File: src/rtl/trigSeqPkg.sv
package trigSeqPkg;

  typedef enum logic [2:0] {
    SIdle,
    SDelay,
    SFastWin,
    SShape,
    SConvert,
    SAwaitVal,
    SRecover
  } seqState_e;

  // which configured length the phase timer loads
  typedef enum logic [2:0] {
    LenDelay,
    LenFastWin,
    LenShape,
    LenConvert,
    LenRecover
  } lenSel_e;

  // control -> datapath strobes
  typedef struct packed {
    logic    loadPhase;
    lenSel_e lenSel;
    logic    startHit;
    logic    startConv;
    logic    valTick;
  } tmrCmd_t;

endpackage

File: src/rtl/trigSeqTimers.sv
module trigSeqTimers
  import trigSeqPkg::*;
#(
  parameter int CNT_W = 12
) (
  input  logic             clk,
  input  logic             rstN,
  input  tmrCmd_t          cmd,
  input  logic [CNT_W-1:0] cfgDelay,
  input  logic [CNT_W-1:0] cfgFastWin,
  input  logic [CNT_W-1:0] cfgShape,
  input  logic [CNT_W-1:0] cfgConvert,
  input  logic [CNT_W-1:0] cfgValDelay,
  input  logic [CNT_W-1:0] cfgValWidth,
  input  logic             cfgValFromHit,
  input  logic [CNT_W-1:0] cfgRecover,
  output logic             phaseDone,
  output logic             delayZero,
  output logic             convFirst,
  output logic             valRefReached,
  output logic             valLast
);

  localparam int EL_W = CNT_W + 1;
  localparam logic [EL_W-1:0] EL_MAX = '1;
  localparam int NUM_EL = 2;

  function automatic logic [CNT_W-1:0] lenToCnt(input logic [CNT_W-1:0] len);
    return (len == '0) ? '0 : len - 1'b1;
  endfunction

  logic [CNT_W-1:0] phaseCnt;
  logic [CNT_W-1:0] selLen;
  logic [CNT_W-1:0] valCnt;
  logic [EL_W-1:0]  elapsedVec [NUM_EL];
  logic [NUM_EL-1:0] startVec;
  logic [EL_W-1:0]  valRef;

  always_comb begin
    unique case (cmd.lenSel)
      LenDelay:   selLen = cfgDelay;
      LenFastWin: selLen = cfgFastWin;
      LenShape:   selLen = cfgShape;
      LenConvert: selLen = cfgConvert;
      default:    selLen = cfgRecover;
    endcase
  end

  always_ff @(posedge clk or negedge rstN) begin
    if (!rstN) begin
      phaseCnt <= '0;
    end else if (cmd.loadPhase) begin
      phaseCnt <= lenToCnt(selLen);
    end else if (phaseCnt != '0) begin
      phaseCnt <= phaseCnt - 1'b1;
    end
  end

  // elapsed counters: [0] cycles since the hit, [1] cycles since conversion start
  assign startVec = {cmd.startConv, cmd.startHit};

  for (genvar i = 0; i < NUM_EL; i++) begin : gElapsed
    localparam logic [EL_W-1:0] START_VAL = (i == 0) ? EL_W'(1) : EL_W'(0);
    logic [EL_W-1:0] cnt;
    always_ff @(posedge clk or negedge rstN) begin
      if (!rstN) begin
        cnt <= '0;
      end else if (startVec[i]) begin
        cnt <= START_VAL;
      end else if (cnt != EL_MAX) begin
        cnt <= cnt + 1'b1;
      end
    end
    assign elapsedVec[i] = cnt;
  end

  always_ff @(posedge clk or negedge rstN) begin
    if (!rstN) begin
      valCnt <= '0;
    end else if (cmd.startHit) begin
      valCnt <= '0;
    end else if (cmd.valTick) begin
      valCnt <= valCnt + 1'b1;
    end
  end

  assign valRef        = cfgValFromHit ? elapsedVec[0] : elapsedVec[1];
  assign valRefReached = valRef >= {1'b0, cfgValDelay};
  assign valLast       = valCnt == lenToCnt(cfgValWidth);
  assign phaseDone     = phaseCnt == '0;
  assign delayZero     = cfgDelay == '0;
  assign convFirst     = elapsedVec[1] == '0;

endmodule

File: src/rtl/trigSeqCtrl.sv
module trigSeqCtrl
  import trigSeqPkg::*;
(
  input  logic    clk,
  input  logic    rstN,
  input  logic    cfdHit,
  input  logic    fastTrig,
  input  logic    validate,
  input  logic    eventReject,
  input  logic    phaseDone,
  input  logic    delayZero,
  input  logic    convFirst,
  input  logic    valRefReached,
  input  logic    valLast,
  output tmrCmd_t cmd,
  output logic    busy,
  output logic    fastWinOpen,
  output logic    valWinOpen,
  output logic    convertStart,
  output logic    readoutReq
);

  seqState_e state, stateNext;
  logic valDecided, valDecidedNext;
  logic valOk, valOkNext;
  logic rejected, rejectedNext;
  logic readFlag, readFlagNext;
  logic inConvPhase, rejNow, decideNow, passNow;

  assign inConvPhase = (state == SConvert) || (state == SAwaitVal);
  assign valWinOpen  = inConvPhase && !valDecided && !rejected && valRefReached;
  assign rejNow      = eventReject && !valDecided && !rejected &&
                       ((state == SShape) || inConvPhase);
  // a reject in the decision cycle takes precedence
  assign decideNow   = valWinOpen && valLast && !rejNow;
  assign passNow     = decideNow && validate;

  always_comb begin
    stateNext      = state;
    valDecidedNext = valDecided;
    valOkNext      = valOk;
    rejectedNext   = rejected || rejNow;
    readFlagNext   = readFlag;
    cmd            = '0;
    cmd.lenSel     = LenRecover;
    cmd.valTick    = valWinOpen;

    if (decideNow) begin
      valDecidedNext = 1'b1;
      valOkNext      = validate;
    end

    unique case (state)
      SIdle: begin
        if (cfdHit) begin
          cmd.startHit   = 1'b1;
          cmd.loadPhase  = 1'b1;
          valDecidedNext = 1'b0;
          valOkNext      = 1'b0;
          rejectedNext   = 1'b0;
          readFlagNext   = 1'b0;
          if (delayZero) begin
            stateNext  = SFastWin;
            cmd.lenSel = LenFastWin;
          end else begin
            stateNext  = SDelay;
            cmd.lenSel = LenDelay;
          end
        end
      end
      SDelay: begin
        if (phaseDone) begin
          stateNext     = SFastWin;
          cmd.loadPhase = 1'b1;
          cmd.lenSel    = LenFastWin;
        end
      end
      SFastWin: begin
        if (phaseDone) begin
          cmd.loadPhase = 1'b1;
          if (fastTrig) begin
            stateNext  = SShape;
            cmd.lenSel = LenShape;
          end else begin
            stateNext  = SRecover;
            cmd.lenSel = LenRecover;
          end
        end
      end
      SShape: begin
        if (rejNow) begin
          stateNext     = SRecover;
          cmd.loadPhase = 1'b1;
          cmd.lenSel    = LenRecover;
        end else if (phaseDone) begin
          stateNext     = SConvert;
          cmd.loadPhase = 1'b1;
          cmd.lenSel    = LenConvert;
          cmd.startConv = 1'b1;
        end
      end
      SConvert: begin
        if (phaseDone) begin
          if (valDecided || decideNow || rejected || rejNow) begin
            stateNext     = SRecover;
            cmd.loadPhase = 1'b1;
            cmd.lenSel    = LenRecover;
            readFlagNext  = valDecided ? valOk : passNow;
          end else begin
            stateNext = SAwaitVal;
          end
        end
      end
      SAwaitVal: begin
        if (rejNow || decideNow) begin
          stateNext     = SRecover;
          cmd.loadPhase = 1'b1;
          cmd.lenSel    = LenRecover;
          readFlagNext  = passNow;
        end
      end
      SRecover: begin
        if (phaseDone) begin
          stateNext    = SIdle;
          readFlagNext = 1'b0;
        end
      end
      default: begin
        stateNext    = SIdle;
        readFlagNext = 1'b0;
      end
    endcase
  end

  always_ff @(posedge clk or negedge rstN) begin
    if (!rstN) begin
      state      <= SIdle;
      valDecided <= 1'b0;
      valOk      <= 1'b0;
      rejected   <= 1'b0;
      readFlag   <= 1'b0;
    end else begin
      state      <= stateNext;
      valDecided <= valDecidedNext;
      valOk      <= valOkNext;
      rejected   <= rejectedNext;
      readFlag   <= readFlagNext;
    end
  end

  assign busy         = state != SIdle;
  assign fastWinOpen  = state == SFastWin;
  assign convertStart = (state == SConvert) && convFirst;
  assign readoutReq   = readFlag;

endmodule

File: src/rtl/chanTrigSeq.sv
module chanTrigSeq
  import trigSeqPkg::*;
#(
  parameter int CNT_W = 12
) (
  input  logic             clk,
  input  logic             rstN,
  input  logic             cfdHit,
  input  logic             fastTrig,
  input  logic             validate,
  input  logic             eventReject,
  input  logic [CNT_W-1:0] cfgDelay,
  input  logic [CNT_W-1:0] cfgFastWin,
  input  logic [CNT_W-1:0] cfgShape,
  input  logic [CNT_W-1:0] cfgConvert,
  input  logic [CNT_W-1:0] cfgValDelay,
  input  logic [CNT_W-1:0] cfgValWidth,
  input  logic             cfgValFromHit,
  input  logic [CNT_W-1:0] cfgRecover,
  output logic             busy,
  output logic             fastWinOpen,
  output logic             valWinOpen,
  output logic             convertStart,
  output logic             readoutReq
);

  tmrCmd_t cmd;
  logic phaseDone, delayZero, convFirst, valRefReached, valLast;

  trigSeqTimers #(.CNT_W(CNT_W)) u_timers (
    .clk          (clk),
    .rstN         (rstN),
    .cmd          (cmd),
    .cfgDelay     (cfgDelay),
    .cfgFastWin   (cfgFastWin),
    .cfgShape     (cfgShape),
    .cfgConvert   (cfgConvert),
    .cfgValDelay  (cfgValDelay),
    .cfgValWidth  (cfgValWidth),
    .cfgValFromHit(cfgValFromHit),
    .cfgRecover   (cfgRecover),
    .phaseDone    (phaseDone),
    .delayZero    (delayZero),
    .convFirst    (convFirst),
    .valRefReached(valRefReached),
    .valLast      (valLast)
  );

  trigSeqCtrl u_ctrl (
    .clk          (clk),
    .rstN         (rstN),
    .cfdHit       (cfdHit),
    .fastTrig     (fastTrig),
    .validate     (validate),
    .eventReject  (eventReject),
    .phaseDone    (phaseDone),
    .delayZero    (delayZero),
    .convFirst    (convFirst),
    .valRefReached(valRefReached),
    .valLast      (valLast),
    .cmd          (cmd),
    .busy         (busy),
    .fastWinOpen  (fastWinOpen),
    .valWinOpen   (valWinOpen),
    .convertStart (convertStart),
    .readoutReq   (readoutReq)
  );

endmodule

File: config.mk
export PLATFORM = sky130hd
export DESIGN_NAME = chanTrigSeq
export DESIGN_NICKNAME = d
export VERILOG_FILES = /design/src/rtl/trigSeqPkg.sv /design/src/rtl/trigSeqTimers.sv /design/src/rtl/trigSeqCtrl.sv /design/src/rtl/chanTrigSeq.sv
export SDC_FILE = /design/constraint.sdc
export NUM_CORES = 1
export LEC_CHECK = 0
export ABC_CLOCK_PERIOD_IN_PS = 4600
export BUFFER_PORTS_ARGS = -buffer_cell sky130_fd_sc_hd__buf_2
export CORE_ASPECT_RATIO = 1.75
export CORE_MARGIN = 1
export CORE_UTILIZATION = 40
export CTS_CLUSTER_SIZE = 25
export DETAILED_ROUTE_END_ITERATION = 16
export PLACE_DENSITY_LB_ADDON = 0.05
export SYNTH_ARGS = -nofsm -noshare
export SYNTH_HDL_FRONTEND = slang
export SYNTH_SLANG_ARGS = --single-unit
export TNS_END_PERCENT = 1
File: constraint.sdc
create_clock -name clk -period 4.6 [get_ports clk]
set_input_delay 0.46 -clock clk [delete_from_list [all_inputs] [get_ports clk]]
set_output_delay 0.46 -clock clk [all_outputs]
set_load 0.02 [all_outputs]
==> impl_metrics.toml, run 1 <==
[cts]
clock_path_buffers = 2
worst_path_clk_slew_ps = 50
cts_hold_fix_bufs = 0
worstSkewPairLatency_ps = 330
ctsRootBufferMaster = "sky130_fd_sc_hd__clkbuf_16"
post_cts_resized = 0
ctsHtreeMaxLevel = 3
post_cts_buffers = 0
cts_buffers = 9
numClockSinks = 57
cts_tree = "yes"

[pwr]
max-vdd-ir-drop_v = 0.000197
report.power.total_uw = 2780
p_per_area_mw_per_mm2 = 485
leakagePower_uw = 0.00247

[yosys]
syn-mean-instance-area_um2 = 8.34
yosysMostFrequentCell = "sky130_fd_sc_hd__nor2_1"
synth-seq-cells = 57
synth_common_cells = "sky130_fd_sc_hd__nor2_1 (76), sky130_fd_sc_hd__dfrtp_1 (57), sky130_fd_sc_hd__nand2_1 (44)"
cell_area_after_synthesis_mm2 = 0.00474
synth_flop_cell = "sky130_fd_sc_hd__dfrtp_1"
synth.lib_cells_used.distinct = 69
synthesis.nets = 680
yosys.area.top_type = "sky130_fd_sc_hd__dfrtp_1"
synthArstFlopShare_pct = 100
synth.yosys.seq_area_share_pct = 30.1
ys_warn_count = 0
synth.area.top_cells = "sky130_fd_sc_hd__dfrtp_1 (30%), sky130_fd_sc_hd__nor2_1 (6.0%), sky130_fd_sc_hd__xnor2_1 (5.9%)"
synth.top_cell.area_share_pct = 30.1
number_of_enable_flip_flop_cells_after_synthesis = 0
postSynthCellCount = 568

[critical_path]
critical_path_s_top_delay_family = "simple AND/OR/NAND/NOR gates"
critical_path_class = "flop to flop"
worst_setup_path_start_kind = "flop"
cp-end-kind = "flop"
cp_num_buf_inv = 0
worst-path-max-fanout = 17
cp.required_ps = 4770
cp_slowest_cell = "sky130_fd_sc_hd__or4b_4"
reg2regPathDepth = 10
r2r-start = "u_ctrl.state[1]"
critical_path_arrival_ps = 4330
endpoint_of_the_lowest_slack_register_to_register_path = "u_timers.phaseCnt[9]"
critical_path.cell_chain = "or4b_4, or4_1, o221a_2, a221oi_1, a21oi_1, nor3_4, nand2_2, nor4_4, nand2b_1, o22ai_2"
worst_path_largest_cell_delay_ps = 590
regToRegSetupSlack_ps = 440

[sta]
finalClockSkew_ps = 8.45
achievable-frequency_mhz = 240
final.period_utilization_pct = 90.4
drv_slew = 0
grt_setup_unrepaired = "false"
finalHoldViolations = 0
setup_slack_ps = 442
finalWorstPathRequiredPeriod_ps = 4160
relSlewSlack_pct = 41.6
worstMarginPinSlew_ps = 870
fin_tns_setup_ps = 0
setup_viol = 0

[floorplanning]
floorplan.io_pins = 96
dieArea_mm2 = 0.0123
start_util_pct = 40.9
std_cell_rows = 52
die_height_um = 146
core_mm2 = 0.0116
die_w_um = 84.3

[global_route]
antenna_found_initial = 0
grt_first_pass_wirelength_um = 22800
grt_pass1_vias = 4751
grt.overflow.total = 0
global_route.usage.total_pct = 23.3
grt_start_max_net_pins = 58

[status]
status = "finished with violations"
violated_checks = "design-rule violations"

[placed_design]
detailedPlace.worstSlack_ps = 409
number_of_port_buffers = 95
place.detailed.instances = 791
gp_congestion = 0.890
dpl.hpwl_um = 10800

[layout]
antenna_cells = 0
fillers = 1163
area_growth_syn_to_layout_pct = 20.9
seqCellArea_mm2 = 0.00143
final_layout_size_suffix_gt1_share_pct = 23.7
multi_input_area_mm2 = 0.00312
fin_nets = 779
finish.cell_count_without_fillers = 807

[flow_run]
cap_viol_max_count = 0

[drt]
routed_wire_length_per_instance_um = 16.8
totalWireLength_um = 13600
detail-route-antenna-nets = 0
drc = 2
dr_total_vias = 4595
post_drt_via_cell_ratio = 5.69
drtIter0Drc = 159
drt-pass1-iter-count = 10

[worst_hold_path]
hold_path_class = "input pin to async pin"
[stage by stage]
stage	instance area, um^2	util [%]	hold slack (ps)
global route	5730	49.5	341
floorplan	4740	-	164
CTS	5730	49.5	305
detailed placement	5400	46.6	525
global placement	5400	46.6	512
finish	5730	49.5	267
[power by group]
part	internal, uW	leakage (uW)	total (uW)	switching, uW
Clock	479	0.000157	733	254
Combinational	512	0.00159	1180	664
Sequential	659	0.000728	866	207
Total	1650	0.00247	2780	1120
[worst max-delay path by stage]
stage                              start              endpoint  slack (ps)  cells after the start
floorplan                  cfgValFromHit  u_timers.phaseCnt[0]         160                     14
global placement    u_timers.phaseCnt[0]  u_timers.phaseCnt[9]         430                     12
detailed placement  u_timers.phaseCnt[0]  u_timers.phaseCnt[9]         410                     12
CTS                 u_timers.phaseCnt[0]  u_timers.phaseCnt[9]         410                     12
global route        u_timers.phaseCnt[0]  u_timers.phaseCnt[9]         220                     12
finish                   u_ctrl.state[1]  u_timers.phaseCnt[9]         440                     10
[logic make-up (layout without fill, tap and decap cells)]
logic type | after synthesis | in the layout | synth area share, %
mux | 18 | 18 | 4.09
compound gates | 124 | 124 | 18.6
flops | 57 | 57 | 30.1
fa+ha+maj | 21 | 21 | 5.54
xor+xnor | 53 | 53 | 9.79
simple gates | 248 | 248 | 27.6
buf+inv | 47 | 151 | 4.25
[area by class of cell]
cell class,count,area share (%)
tap,135,2.95
timing repair buffer,110,10.3
multi-input combinational,464,54.5
sequential,57,24.9
clock buffer,9,3.93
inverter,25,1.64
clock inverter,7,1.79
[cell usage in the layout, fill, tap and decap left out, types with 9 or more instances in the layout]
cell type,synthesis,final
sky130_fd_sc_hd__o21ai_0,19,19
sky130_fd_sc_hd__a21oi_1,30,30
sky130_fd_sc_hd__ha_1,21,21
sky130_fd_sc_hd__dfrtp_1,57,57
sky130_fd_sc_hd__xnor2_1,32,32
sky130_fd_sc_hd__xor2_1,21,21
sky130_fd_sc_hd__inv_1,25,25
sky130_fd_sc_hd__nor2_1,76,76
sky130_fd_sc_hd__nand2_1,44,44
sky130_fd_sc_hd__nor4_1,15,15
sky130_fd_sc_hd__buf_4,0,15
sky130_fd_sc_hd__nor3_1,20,19
sky130_fd_sc_hd__nand3_1,20,20
sky130_fd_sc_hd__buf_2,2,95
sky130_fd_sc_hd__or3_1,13,13
sky130_fd_sc_hd__clkbuf_16,0,9
sky130_fd_sc_hd__mux2_2,11,11
[flip-flops by register name (all words and copies together) (netlist names)]
name,count
u_timers.valCnt,12
u_ctrl.rejected,1
u_ctrl.state,3
u_timers.phaseCnt,12
u_ctrl.readoutReq,1
u_ctrl.valOk,1
u_timers.gElapsed.cnt,26
u_ctrl.valDecided,1
[worst reg2reg max path: stages (launching register included)]
cell	delay, ps
sky130_fd_sc_hd__dfrtp_1	540
sky130_fd_sc_hd__or4b_4	590
sky130_fd_sc_hd__or4_1	540
sky130_fd_sc_hd__o221a_2	240
sky130_fd_sc_hd__a221oi_1	540
sky130_fd_sc_hd__a21oi_1	280
sky130_fd_sc_hd__nor3_4	330
sky130_fd_sc_hd__nand2_2	100
sky130_fd_sc_hd__nor4_4	360
sky130_fd_sc_hd__nand2b_1	360
sky130_fd_sc_hd__o22ai_2	130
[per-layer routing]
metal,track usage (%),vias up,part of all wire (%)
met5,0,-,0
met4,9.40,0,2.7
met3,2.50,26,2.4
met2,46.9,110,57
met1,23.7,2165,38
li1,-,2294,-
Note: power is estimated with default switching activity, not from simulation.
==> run 2, diff against run 1 <==
--- a/config.mk
+++ b/config.mk
@@ -13,6 +13,7 @@
 export CTS_CLUSTER_SIZE = 25
 export DETAILED_ROUTE_END_ITERATION = 16
 export PLACE_DENSITY_LB_ADDON = 0.05
+export REMOVE_ABC_BUFFERS = 1
 export SYNTH_ARGS = -nofsm -noshare
 export SYNTH_HDL_FRONTEND = slang
 export SYNTH_SLANG_ARGS = --single-unit
==> run 2 against run 1 <==
Net effect:
- the run still ends with design-rule violations left
- critical path depth rose by 1
- cell count rose by 0.12%
- sequential share of layout area barely moved
- combinational power barely moved
- die area did not move
==> impl_metrics.toml, run 2 (synthesis gave the netlist of run 1 again) <==
[status]
status = "finished with violations"
violated_checks = "design-rule violations"

[global_route]
grt.overflow.total = 0
antenna_found_initial = 0
grt_start_max_net_pins = 58
grt_pass1_vias = 4678
grt_first_pass_wirelength_um = 22300
global_route.usage.total_pct = 23.3

[pwr]
power.share.combinational_pct = 43.0
max-vdd-ir-drop_v = 0.000183
p_per_area_mw_per_mm2 = 486
clockPowerShare_pct = 26.5
power.share.sequential_pct = 30.5
p_sw_uw = 1130
power.share.switching_pct = 40.5
leakagePower_uw = 0.00248
p_int_uw = 1660

[drt]
detail-route-antenna-nets = 0
routed_wire_length_per_instance_um = 17.2
totalWireLength_um = 13900
drt-pass1-iter-count = 11
drtIter0Drc = 176
drc = 4
post_drt_via_cell_ratio = 5.76
dr_total_vias = 4654

[sta]
relSlewSlack_pct = 42.2
fin_tns_setup_ps = 0
setup_viol = 0
grt_setup_unrepaired = "false"
worstMarginPinSlew_ps = 868
finalWorstPathRequiredPeriod_ps = 3950
drv_slew = 0
finalHoldViolations = 0
finalClockSkew_ps = 6.19
final.period_utilization_pct = 86.0
achievable-frequency_mhz = 253

[cts]
worstSkewPairLatency_ps = 340
worst_path_clk_slew_ps = 60
cts_hold_fix_bufs = 0
ctsRootBufferMaster = "sky130_fd_sc_hd__clkbuf_16"
cts_buffers = 9
clock_path_buffers = 2
post_cts_buffers = 0
numClockSinks = 57
ctsHtreeMaxLevel = 3
post_cts_resized = 0
cts_tree = "yes"

[placed_design]
number_of_port_buffers = 95
gp_congestion = 0.827
dpl.hpwl_um = 11000

[floorplanning]
dieArea_mm2 = 0.0123
start_util_pct = 40.9
die_w_um = 84.3
die_height_um = 146
core_mm2 = 0.0116
floorplan.io_pins = 96
std_cell_rows = 52

[layout]
mostFrequentLayoutCell = "sky130_fd_sc_hd__buf_2"
most-common-layout-cells = "sky130_fd_sc_hd__buf_2 (95), sky130_fd_sc_hd__nor2_1 (76), sky130_fd_sc_hd__dfrtp_1 (57)"
antenna_cells = 0
multi_input_area_mm2 = 0.00312
top_register = "u_timers.gElapsed.cnt"
fin_nets = 780
fillers = 1160
final_layout_size_suffix_gt1_share_pct = 23.8
reg_top3 = "u_timers.gElapsed.cnt x26, u_timers.phaseCnt x12, u_timers.valCnt x12"
final_util_pct = 49.5
largest_register_ffs = 26
area_growth_syn_to_layout_pct = 21.0
seqCellArea_mm2 = 0.00143

[critical_path]
critical_path_class = "flop to flop"
critical_path_arrival_ps = 4140
cp-end-kind = "flop"
worst-path-max-fanout = 14
cp.required_ps = 4780
worst_setup_path_start_kind = "flop"

[worst_hold_path]
hold_path_class = "input pin to async pin"

[flow_run]
cap_viol_max_count = 0
[run 2: cell types whose count changed in the layout (fill, tap and decap cells not counted)]
| cell | before | now |
|---|---|---|
| sky130_fd_sc_hd__clkinvlp_4 | 1 | 0 |
| sky130_fd_sc_hd__clkinv_4 | 2 | 4 |
| sky130_fd_sc_hd__buf_4 | 15 | 16 |
| sky130_fd_sc_hd__inv_6 | 2 | 1 |
[run 2: through the flow]
stage	instances	setup WS, ps	total power (uW)	cell area (um^2)	hold slack, ps
3_3_place_gp	792	540	2030	5410	511
6_report	808	645	2790	5740	269
3_5_place_dp	792	412	2060	5410	517
4_1_cts	808	577	2810	5740	319
2_1_floorplan	546	160	1650	4630	164
5_1_grt	808	320	2990	5740	355
[run 2: worst max-delay path, cell delays in order (launching register included)]
cell and delay, ps:
sky130_fd_sc_hd__dfrtp_1 380, sky130_fd_sc_hd__inv_1 130, sky130_fd_sc_hd__ha_1 180, sky130_fd_sc_hd__nor4b_1 400
sky130_fd_sc_hd__and4b_1 610, sky130_fd_sc_hd__o211a_1 510, sky130_fd_sc_hd__a41oi_1 360, sky130_fd_sc_hd__nor2_1 280
sky130_fd_sc_hd__nand2_2 100, sky130_fd_sc_hd__nor4_4 360, sky130_fd_sc_hd__nand2b_1 360, sky130_fd_sc_hd__o22ai_2 140
[run 2: power groups by stage]
stage	sequential (uW)	clock, uW	combinational, uW
final	850	738	1200
after global routing	876	767	1350
after CTS	849	749	1210
after detailed placement	858	0	1200
after global placement	855	0	1180
after floorplan	827	0	824
[run 2: final timing paths]
check	start	to	slack [ps]	depth (start not counted)
min in group clk	validate	u_ctrl.valOk	450	3
min reg2reg	u_ctrl.valOk	u_ctrl.valOk	530	2
max reg2reg	u_timers.phaseCnt[0]	u_timers.phaseCnt[9]	650	11
max in group asynchronous	rstN	u_timers.valCnt[8]	3800	2
max	u_timers.phaseCnt[0]	u_timers.phaseCnt[9]	650	11
min	rstN	u_timers.valCnt[1]	270	2
[run 2: area by class of cell]
type | count | share of cell area (%)
Clock inverter | 7 | 1.81
Inverter | 25 | 1.64
Sequential cell | 57 | 24.9
Tap cell | 135 | 2.94
Clock buffer | 9 | 3.93
Multi-Input combinational cell | 464 | 54.4
Timing Repair Buffer | 111 | 10.4
[run 2: metal layers]
metal | routed length (um) | vias up | share of wire [%] | global-route usage, %
met5 | 0 | - | 0 | 0
met4 | 286 | 0 | 2.1 | 7.93
met3 | 395 | 24 | 2.9 | 3.12
met2 | 8220 | 109 | 59 | 48.6
met1 | 4950 | 2227 | 36 | 22.2
li1 | - | 2294 | - | -
==> run 3, diff against run 2 <==
--- a/config.mk
+++ b/config.mk
@@ -5,6 +5,7 @@
 export SDC_FILE = /design/constraint.sdc
 export NUM_CORES = 1
 export LEC_CHECK = 0
+export ABC_AREA = 1
 export ABC_CLOCK_PERIOD_IN_PS = 4600
 export BUFFER_PORTS_ARGS = -buffer_cell sky130_fd_sc_hd__buf_2
 export CORE_ASPECT_RATIO = 1.75
==> run 3 against run 2 <==
Net effect:
- the flow now finishes without violations
- clock skew down 0.99 ps
- critical path type unchanged
- highest routed layer unchanged
- core utilization shrank 2.3 points
- first-iteration DRC count shrank 10%
- area after synthesis grew 15%
- setup slack improved by 590 ps
- via count is 24% higher
- sequential cell count stayed put
- count of clock-buffer cells in the layout grew 6
- critical path depth grew 5
- non-clock buffer count down 14
- global-route usage up 0.64 points
- clock power shrank 20%
- critical endpoint is now u_timers.phaseCnt[0]
==> impl_metrics.toml, run 3 <==
[status]
status = "finished, final reports clean"

[cts]
clock_path_buffers = 2
worstSkewPairLatency_ps = 320
ctsRootBufferMaster = "sky130_fd_sc_hd__clkbuf_16"
ctsHtreeMaxLevel = 3
cts_tree = "yes"
post_cts_buffers = 0
numClockSinks = 57
cts_buffers = 9
post_cts_resized = 0
cts_hold_fix_bufs = 0
worst_path_clk_slew_ps = 50

[pwr]
power.share.sequential_pct = 27.2
max-vdd-ir-drop_v = 0.000191
power.share.combinational_pct = 51.8
power.share.switching_pct = 46.4
clockPowerShare_pct = 21.0
p_int_uw = 1510
p_sw_uw = 1300
leakagePower_uw = 0.00319
p_per_area_mw_per_mm2 = 447

[sta]
relSlewSlack_pct = 49.9
final.period_utilization_pct = 73.0
grt_setup_unrepaired = "false"
finalHoldViolations = 0
setup_viol = 0
achievable-frequency_mhz = 298
finalClockSkew_ps = 5.20
fin_tns_setup_ps = 0
finalWorstPathRequiredPeriod_ps = 3360
drv_slew = 0
worstMarginPinSlew_ps = 752
setup_slack_ps = 1240

[yosys]
number_of_enable_flip_flop_cells_after_synthesis = 0
synth.top_cell.area_share_pct = 26.2
yosys.area.top_type = "sky130_fd_sc_hd__dfrtp_1"
synth_flop_cell = "sky130_fd_sc_hd__dfrtp_1"
yosysMostFrequentCell = "sky130_fd_sc_hd__nand2_1"
synth-seq-cells = 57
ys_warn_count = 0
synth_common_cells = "sky130_fd_sc_hd__nand2_1 (201), sky130_fd_sc_hd__inv_1 (124), sky130_fd_sc_hd__nor2_1 (96)"
synthArstFlopShare_pct = 100
cell_area_after_synthesis_mm2 = 0.00545
syn-mean-instance-area_um2 = 6.36
synth.yosys.seq_area_share_pct = 26.2
postSynthCellCount = 857
synth.lib_cells_used.distinct = 45
synth.area.top_cells = "sky130_fd_sc_hd__dfrtp_1 (26%), sky130_fd_sc_hd__nand2_1 (14%), sky130_fd_sc_hd__inv_1 (8.5%)"

[placed_design]
detailedPlace.worstSlack_ps = 1230
dpl.hpwl_um = 13200
place.detailed.instances = 1108
number_of_port_buffers = 95
placed_cell_area_mm2 = 0.00602
gp_congestion = 0.895

[floorplanning]
floorplan.io_pins = 96
die_w_um = 90.2
dieArea_mm2 = 0.0141
std_cell_rows = 56
start_util_pct = 40.9
die_height_um = 156
core_mm2 = 0.0133

[worst_hold_path]
hold_path_class = "input pin to async pin"

[drt]
drc = 0
totalWireLength_um = 16000
dr_total_vias = 5784
drt-pass1-iter-count = 4
drtIter0Drc = 158
post_drt_via_cell_ratio = 5.15
detail-route-antenna-nets = 0
routed_wire_length_per_instance_um = 14.2

[layout]
reg_top3 = "u_timers.gElapsed.cnt x26, u_timers.phaseCnt x12, u_timers.valCnt x12"
top_register = "u_timers.gElapsed.cnt"
fin_nets = 1057
fillers = 1514
multi_input_area_mm2 = 0.00338
design_area_mm2 = 0.00628
largest_register_ffs = 26
final_layout_size_suffix_gt1_share_pct = 15.7
final_util_pct = 47.2
mostFrequentLayoutCell = "sky130_fd_sc_hd__nand2_1"
finish.cell_count_without_fillers = 1124
seqCellArea_mm2 = 0.00143
most-common-layout-cells = "sky130_fd_sc_hd__nand2_1 (201), sky130_fd_sc_hd__inv_1 (124), sky130_fd_sc_hd__nor2_1 (96)"
area_growth_syn_to_layout_pct = 15.3

[critical_path]
cp_num_buf_inv = 2
worstSetupPathDepth = 16
cp-end-kind = "flop"
cp_slowest_cell = "sky130_fd_sc_hd__nor2_2"
cp.required_ps = 4800
worst-path-max-fanout = 27
critical_path.cell_chain = "inv_1, ha_1, inv_1, nor2_1, nand3_1, nor2_2, nand3_4, nand4_1, nand3_1, nor2_2, ha_1, nand2_1, nor2_1, nand2_1, nand3_1, a21oi_1"
worst_setup_path_start_kind = "flop"
critical_path_arrival_ps = 3560
r2r-start = "u_timers.phaseCnt[0]"
critical_path_class = "flop to flop"
startpoint = "u_timers.phaseCnt[0]"
critical_path_s_top_delay_family = "simple AND/OR/NAND/NOR gates"
worst_path_most_repeated_cell = "sky130_fd_sc_hd__nand3_1"
reg2regPathDepth = 16
worst_path_largest_cell_delay_ps = 580

[global_route]
grt_first_pass_wirelength_um = 26900
grt.overflow.total = 0
grt_pass1_vias = 5726
global_route.usage.total_pct = 23.9
antenna_found_initial = 1
grt_start_max_net_pins = 58

[flow_run]
cap_viol_max_count = 0
run 3: cell types whose count changed in the layout (fill, tap and decap cells not counted), sizes merged, moves of 17 or more:
cell | previous run | this run
nand4 | 8 | 50
inv | 26 | 133
nand2 | 45 | 209
a21oi | 30 | 47
nand3 | 20 | 86
xnor2 | 32 | 4
nor2 | 76 | 109
o21ai | 23 | 51
run 3: power groups by stage:
stage | Combinational [uW] | Sequential [uW] | Clock [uW]
floorplan | 1080 | 740 | 0
global placement | 1470 | 773 | 0
detailed placement | 1470 | 772 | 0
CTS | 1470 | 765 | 602
global route | 1670 | 785 | 623
finish | 1460 | 765 | 590
run 3: layout make-up:
class                   count  share of cell area [%]
inverters                 135                    8.07
well taps                 174                    3.47
diodes                      1                  0.0398
flip-flops and latches     57                    22.7
multi-input cells         645                    53.8
repair buffers             97                    7.81
clock buffers              15                    4.10
run 3: kinds of logic after synthesis:
logic type,synth area share (%)
AO/OA/AOI/OAI,11.6
adder cells (fa/ha/maj),4.82
multiplexers,0.184
AND/OR/NAND/NOR,43.2
XOR/XNOR,2.25
buffers and inverters,11.8
flip-flops,26.2
run 3: final timing paths:
| path | end | slack (ps) |
|---|---|---|
| min in group clk | u_ctrl.valOk | 440 |
| worst max-delay path | u_timers.phaseCnt[0] | 1240 |
| worst min-delay path | u_timers.gElapsed[0].cnt[1] | 280 |
| worst max register to register | u_timers.phaseCnt[0] | 1240 |
| worst min register to register | u_timers.gElapsed[1].cnt[2] | 510 |
| max in group asynchronous | u_timers.valCnt[11] | 3810 |
run 3: through the flow:
step	hold WS, ps	total power, uW
2_1_floorplan	164	1820
3_3_place_gp	502	2250
3_5_place_dp	501	2240
4_1_cts	319	2840
5_1_grt	346	3080
6_report	278	2810
run 3: layer usage:
layer	GRT usage, %	share of wire [%]
met1	24.3	38
met2	46.3	54
met5	0	0
met3	3.11	3.7
met4	13.4	5.0
